File: src/rtl/hz_pkg.sv
package hz_pkg;
  // Downstream stages compared against Decode, in pipeline order.
  typedef enum logic [1:0] {
    STG_COMPUTE = 2'd0,
    STG_MEMORY  = 2'd1,
    STG_WRBACK  = 2'd2
  } down_stage_e;

  localparam int unsigned DOWN_STAGES = 3;
  localparam int unsigned SRC_PORTS   = 2;
  localparam int unsigned REG_AW      = 5;
endpackage

File: src/rtl/hz_src_cmp.sv
module hz_src_cmp #(
  parameter int unsigned AW       = 5,
  parameter int unsigned NUM_DOWN = 3
) (
  input  logic [AW-1:0]          src_i,
  input  logic [NUM_DOWN*AW-1:0] dst_i,
  input  logic [NUM_DOWN-1:0]    we_i,
  output logic [NUM_DOWN-1:0]    hit_o
);
  logic src_live;
  assign src_live = |src_i;  // register 0 is hardwired

  for (genvar g = 0; g < NUM_DOWN; g++) begin : g_stage
    assign hit_o[g] = src_live && we_i[g] && (dst_i[g*AW +: AW] == src_i);
  end
endmodule

File: src/rtl/hz_stall_gen.sv
module hz_stall_gen #(
  parameter int unsigned NUM_SRC  = 2,
  parameter int unsigned NUM_DOWN = 3
) (
  input  logic                        clk_i,
  input  logic                        rst_ni,
  input  logic [NUM_SRC*NUM_DOWN-1:0] hit_i,
  output logic                        stall_o
);
  localparam int unsigned CW = $clog2(NUM_DOWN + 2);

  logic [CW-1:0] run_q;

  assign stall_o = |hit_i;

  // consecutive held cycles, saturating
  always_ff @(posedge clk_i or negedge rst_ni) begin
    if (!rst_ni)                      run_q <= '0;
    else if (!stall_o)                run_q <= '0;
    else if (run_q != {CW{1'b1}})     run_q <= run_q + 1'b1;
  end


  stall_run_bound_chk: assert property (@(posedge clk_i) disable iff (!rst_ni)
    run_q <= CW'(NUM_DOWN));
endmodule

File: src/rtl/hz_stall_ctrl.sv
module hz_stall_ctrl #(
  parameter int unsigned AW       = hz_pkg::REG_AW,
  parameter int unsigned NUM_SRC  = hz_pkg::SRC_PORTS,
  parameter int unsigned NUM_DOWN = hz_pkg::DOWN_STAGES
) (
  input  logic                   clk_i,
  input  logic                   rst_ni,
  input  logic [NUM_SRC*AW-1:0]  dec_src_i,
  input  logic [NUM_DOWN*AW-1:0] stg_dst_i,
  input  logic [NUM_DOWN-1:0]    stg_we_i,
  output logic                   pc_hold_o,
  output logic                   fd_hold_o,
  output logic                   dc_bubble_o
);
  localparam int unsigned HW = NUM_SRC * NUM_DOWN;

  logic [HW-1:0] hit;
  logic          stall;

  for (genvar s = 0; s < NUM_SRC; s++) begin : g_src
    hz_src_cmp #(.AW(AW), .NUM_DOWN(NUM_DOWN)) i_cmp (
      .src_i (dec_src_i[s*AW +: AW]),
      .dst_i (stg_dst_i),
      .we_i  (stg_we_i),
      .hit_o (hit[s*NUM_DOWN +: NUM_DOWN])
    );
  end

  hz_stall_gen #(.NUM_SRC(NUM_SRC), .NUM_DOWN(NUM_DOWN)) i_gen (
    .clk_i   (clk_i),
    .rst_ni  (rst_ni),
    .hit_i   (hit),
    .stall_o (stall)
  );

  assign pc_hold_o   = stall;
  assign fd_hold_o   = stall;
  assign dc_bubble_o = stall;


  zero_src_quiet_chk: assert property (@(posedge clk_i) disable iff (!rst_ni)
    (dec_src_i == '0) |-> !fd_hold_o);


  no_writer_quiet_chk: assert property (@(posedge clk_i) disable iff (!rst_ni)
    (stg_we_i == '0) |-> !pc_hold_o);


  held_src_stable_chk: assert property (@(posedge clk_i) disable iff (!rst_ni)
    fd_hold_o |=> $stable(dec_src_i));


  bubble_lands_chk: assert property (@(posedge clk_i) disable iff (!rst_ni)
    dc_bubble_o |=> !stg_we_i[0]);
endmodule

File: config.mk
export PLATFORM = sky130hd
export DESIGN_NAME = hz_stall_ctrl
export DESIGN_NICKNAME = d
export VERILOG_FILES = /design/src/rtl/hz_pkg.sv /design/src/rtl/hz_src_cmp.sv /design/src/rtl/hz_stall_gen.sv /design/src/rtl/hz_stall_ctrl.sv
export SDC_FILE = /design/constraint.sdc
export NUM_CORES = 1
export LEC_CHECK = 0
export ABC_CLOCK_PERIOD_IN_PS = 1300
export CAP_MARGIN = 20
export CORE_MARGIN = 5
export CORE_UTILIZATION = 31
export DETAILED_ROUTE_END_ITERATION = 10
export PLACE_DENSITY = 0.8
export SETUP_SLACK_MARGIN = 0.02
export SYNTH_ARGS = -nofsm -noshare
export SYNTH_HDL_FRONTEND = slang
export SYNTH_SLANG_ARGS = --single-unit
File: constraint.sdc
create_clock -name vclk -period 1.3
set_input_delay 0.26 -clock vclk [all_inputs]
set_output_delay 0.26 -clock vclk [all_outputs]
set_load 0.1 [all_outputs]
# Yosys cells after proc, flatten, opt, wreduce, memory -nomap -nowiden
# Cells that the tools add are included.
[word_totals] ff_bits=0 latch_bits=0 mem_bits_rw=0 rom_bits=0 in_bits=30 out_inout_bits=3 elab_cells=21 mem_count=0
[classes] addsub=0 n_mul=0 div=0 n_lt_le_gt_ge=0 n_eq_ne=6 shifts=0 muxes=0 n_bitwise=0 reduce_logical=15
[ops] operator="$eq 5x5->1" n=6
[ops] operator="$logic_and 1x1->1" n=12
[ops] operator="$reduce_or 5->1" n=2
[ops] operator="$reduce_or 6->1" n=1

# Logic depth before layout (Yosys ltp)
[logic_depth] depth_word=4 depth_mapped=5 mapped_depth_nobuf=4

# Cells and area by module
# Synthesis repeated with hierarchy kept, for this count alone.
[hier_totals] cells_unflattened=51 hier_area_um2=394.1
[by_module_without_submodules] module="hz_src_cmp" instances=2 cells_per_inst=23 area_each_um2=182.7 seq_area_each_um2=0.0
[by_module_without_submodules] module="hz_stall_ctrl" instances=1 cells_per_inst=2 area_each_um2=15.0 seq_area_each_um2=0.0
[by_module_without_submodules] module="hz_stall_gen" instances=1 cells_per_inst=3 area_each_um2=13.8 seq_area_each_um2=0.0

# Worst setup path after synthesis
# No wires, ideal clock.
[synth_path] kind="input to output" from="input port stg_dst_i[2]" to="output port fd_hold_o" arrival_time_ps=2008 required_time_ps=1040 slack_ps=-968 stages=5 path_buffers=1 cell_sequence="xor2_1 a211o_1 o22ai_1 a221o_1 buf_4"
[synth_between] elab_chain_len=3 word_cells_on_any_way=5 cone_classes="eq/ne: 2; reduce/logical: 3"
[synth_lines] item="start, declared" line_no="hz_stall_ctrl.sv:9" rtl="input logic [NUM_DOWN*AW-1:0] stg_dst_i,"
[synth_lines] item="$eq 5x5->1" line_no="hz_src_cmp.sv:14" rtl="assign hit_o[g] = src_live && we_i[g] && (dst_i[g*AW +: AW] == src_i);"
[synth_lines] item="$logic_and 1x1->1" line_no="hz_src_cmp.sv:14"
[synth_lines] item="$reduce_or 6->1 (*)" line_no="hz_stall_gen.sv:14" rtl="assign stall_o = |hit_i;"
[synth_lines] item="end, declared" line_no="hz_stall_ctrl.sv:12" rtl="output logic fd_hold_o,"
# Mark *: on every way between the ends. The rest lies on a longest branch, timed or not.

# Worst setup path after layout
[layout_path] from="input port dec_src_i[7]" to="output port fd_hold_o"
[layout_between] elab_chain_len=4 word_cells_on_any_way=11 cone_classes="eq/ne: 3; reduce/logical: 8"
[layout_lines] item="start, declared" line_no="hz_stall_ctrl.sv:8" rtl="input logic [NUM_SRC*AW-1:0] dec_src_i,"
[layout_lines] item="$reduce_or 5->1" line_no="hz_src_cmp.sv:11" rtl="assign src_live = |src_i;"
[layout_lines] item="$logic_and 1x1->1 (2 in a row)" line_no="hz_src_cmp.sv:14"
[layout_lines] item="$reduce_or 6->1 (*)" line_no="hz_stall_gen.sv:14"
# Marks and branches as above.

==> results by group <==
Global route
  • GR Util All Layers: 14.84%
  • Largest net degree at the start of global routing: 5
  • Overflow after GRT: 0
  • Initial antenna violation count: 0
  • Vias in the first global route: 559
  • Wire length of the first global-routing pass: 2366 um

Detailed routing
  • Drt total wl: 1460 um
  • Vias after detailed routing: 494
  • Final antenna-violating net count: 0
  • Initial DRC count: 4
  • Initial DRT Pass Iterations: 2
  • Wirelength per Cell: 14.75 um
  • Vias per cell: 4.990
  • DRC: 0

Setup path
  • Critical path startpoint category: primary input
  • Worst path arrival time: 1.38 ns
  • Critical path class: in2out
  • CP Data Required Time: 1.04 ns
  • Crit Path Max Fanout: 4
  • Crit. End Element: output port

Cells and area
  • Post-Layout Cell Count: 99
  • Area growth from synthesis to layout: 84.88%
  • Most common cell after layout, fill and taps aside: xnor2_1
  • Layout cell share with drive strength beyond 1: 44.05%
  • Reg area: 0 um^2
  • Final nets: 116
  • Commonest cells after routing, fill and taps aside: xnor2_1 (26), buf_2 (14), buf_6 (8)
  • Clock buffers: 0
  • Inserted Diodes: 0
  • Layout sequential cell count: 0
  • FILL cells: 137
  • Design area: 749.5 um^2

Logic synthesis
  • Synth Area in Simple Gates: 19.14%
  • Post-synthesis mux area share: 0%
  • Share of the yosys chip area belonging to registers: 0%
  • Synth unique cells: 11
  • XOR/XNOR Fraction of Synth Area: 64.81%
  • Ys Warns: 0
  • Combinational family with the most area after synthesis: XOR/XNOR gates
  • Post-Syn Area: 405.4 um^2
  • Net count after synthesis: 85
  • Compound-Gate Fraction of Synth Area: 11.42%
  • Adder-Cell Fraction of Synth Area: 0%
  • Avg Cell Area, Syn: 7.371 um^2
  • Synthesized netlist cell count: 55

STA
  • Worst-Margin Slew: 0.1935 ns
  • Setup slack after layout: -0.3379 ns
  • Fmax: 0.6105 GHz
  • RSZ-0062 raised after global routing: yes
  • Fin crit period: 1.638 ns
  • Final Setup Violations: 3
  • Final-report hold violation count: 0
  • Worst relative slew slack: 87.10%
  • Max Slew Vio Count: 0
  • Tcrit/Tclk final: 126.0%
  • Worst hold slack: 1.120 ns

Placement
  • Placed inst area: 777.0 um^2
  • Placed Instances: 99
  • Port bufs: 31
  • Final RePlAce weighted congestion: 0.7920

Floorplanning
  • Initial Util: 31.95%
  • Row count: 13
  • Die H: 46.16 um
  • Top Ports: 33
  • Core area: 0.001269 mm^2
  • Die X: 46.16 um
  • Die footprint: 0.002131 mm^2

Outcome
  • Status: complete, but fails checks
  • Failing checks: setup timing

Power
  • Leak: 0.2866 nW
  • Power Density: 470.9 mW/mm^2
  • Total Power: 0.3530 mW
  • Max VDD drop: 0.0001797 V

Flow run
  • Max Cap Viol: 0

Hold path
  • HP Class: in2out
==> layout make-up <==
| cell class | instances | area, um^2 | share of cell area [%] |
|---|---|---|---|
| tap | 15 | 18.77 | 2.504 |
| multi-input combinational | 52 | 450.4 | 60.10 |
| inverter | 1 | 3.754 | 0.5008 |
| timing repair buffer | 31 | 276.5 | 36.89 |
==> report_power, final <==
| group | total (mW) | leakage (nW) | switching, mW | internal (mW) |
|---|---|---|---|---|
| clock network | 0 | 0 | 0 | 0 |
| registers | 0 | 0 | 0 | 0 |
| logic | 0.353 | 0.287 | 0.182 | 0.171 |
==> stage by stage <==
stage	worst slack [ns]	util, %	TNS [ns]
after floorplan	-0.3369	-	-0.7862
after global placement	-0.8085	61.24	-2.425
after detailed placement	-0.8263	61.24	-2.476
after CTS	-0.3175	58.88	-0.9497
after global routing	-0.3743	59.07	-1.121
final	-0.3379	59.07	-1.009
==> final timing paths <==
check | slack (ns) | depth (start not counted) | end | startpoint
setup / recovery | -0.34 | 6 | fd_hold_o | dec_src_i[7]
hold / removal | 1.12 | 5 | dc_bubble_o | dec_src_i[4]
==> cell usage after synthesis <==
| master | n | area share (%) |
|---|---|---|
| buf_4 | 2 | 3.7 |
| a221o_1 | 1 | 2.5 |
| o22ai_1 | 3 | 4.6 |
| nor3_1 | 2 | 2.5 |
| a211o_1 | 2 | 4.3 |
| xnor2_1 | 28 | 60 |
| nor2_1 | 2 | 1.9 |
| inv_1 | 1 | 0.93 |
| nand4_1 | 6 | 9.3 |
| xor2_1 | 2 | 4.3 |
| nand2_1 | 6 | 5.6 |
==> logic make-up (layout without fill, tap and decap cells) <==
| logic type | count (synthesis) | count (layout) |
|---|---|---|
| AO/OA/AOI/OAI | 6 | 6 |
| buffers and inverters | 3 | 32 |
| AND/OR/NAND/NOR | 16 | 16 |
| XOR/XNOR | 30 | 30 |
==> worst max-delay path, stage by stage <==
cell and delay [ns]:
buf_4 0.13, xor2_1 0.16, a211o_1 0.29, o22ai_2 0.16, a221o_4 0.19, buf_12 0.18
==> per-layer routing <==
metal,track usage (%),vias to the layer above,wire length (um)
met5,0,-,0
met4,1.705,0,0
met3,0.7813,0,104
met2,29.67,17,809
met1,17.20,226,547
li1,-,251,-
==> what timing repair did <==
action | in CTS | in global routing
endpoints found under the hold margin | 0 | 0
buffers inserted | 0 | 0
endpoints found under the setup margin | 3 | 3
pin swaps | 16 | 1
gates cloned | 0 | 0
gates resized for setup | 130 | 1
hold buffers | 0 | 0
Power figures use the tool's default switching activity.
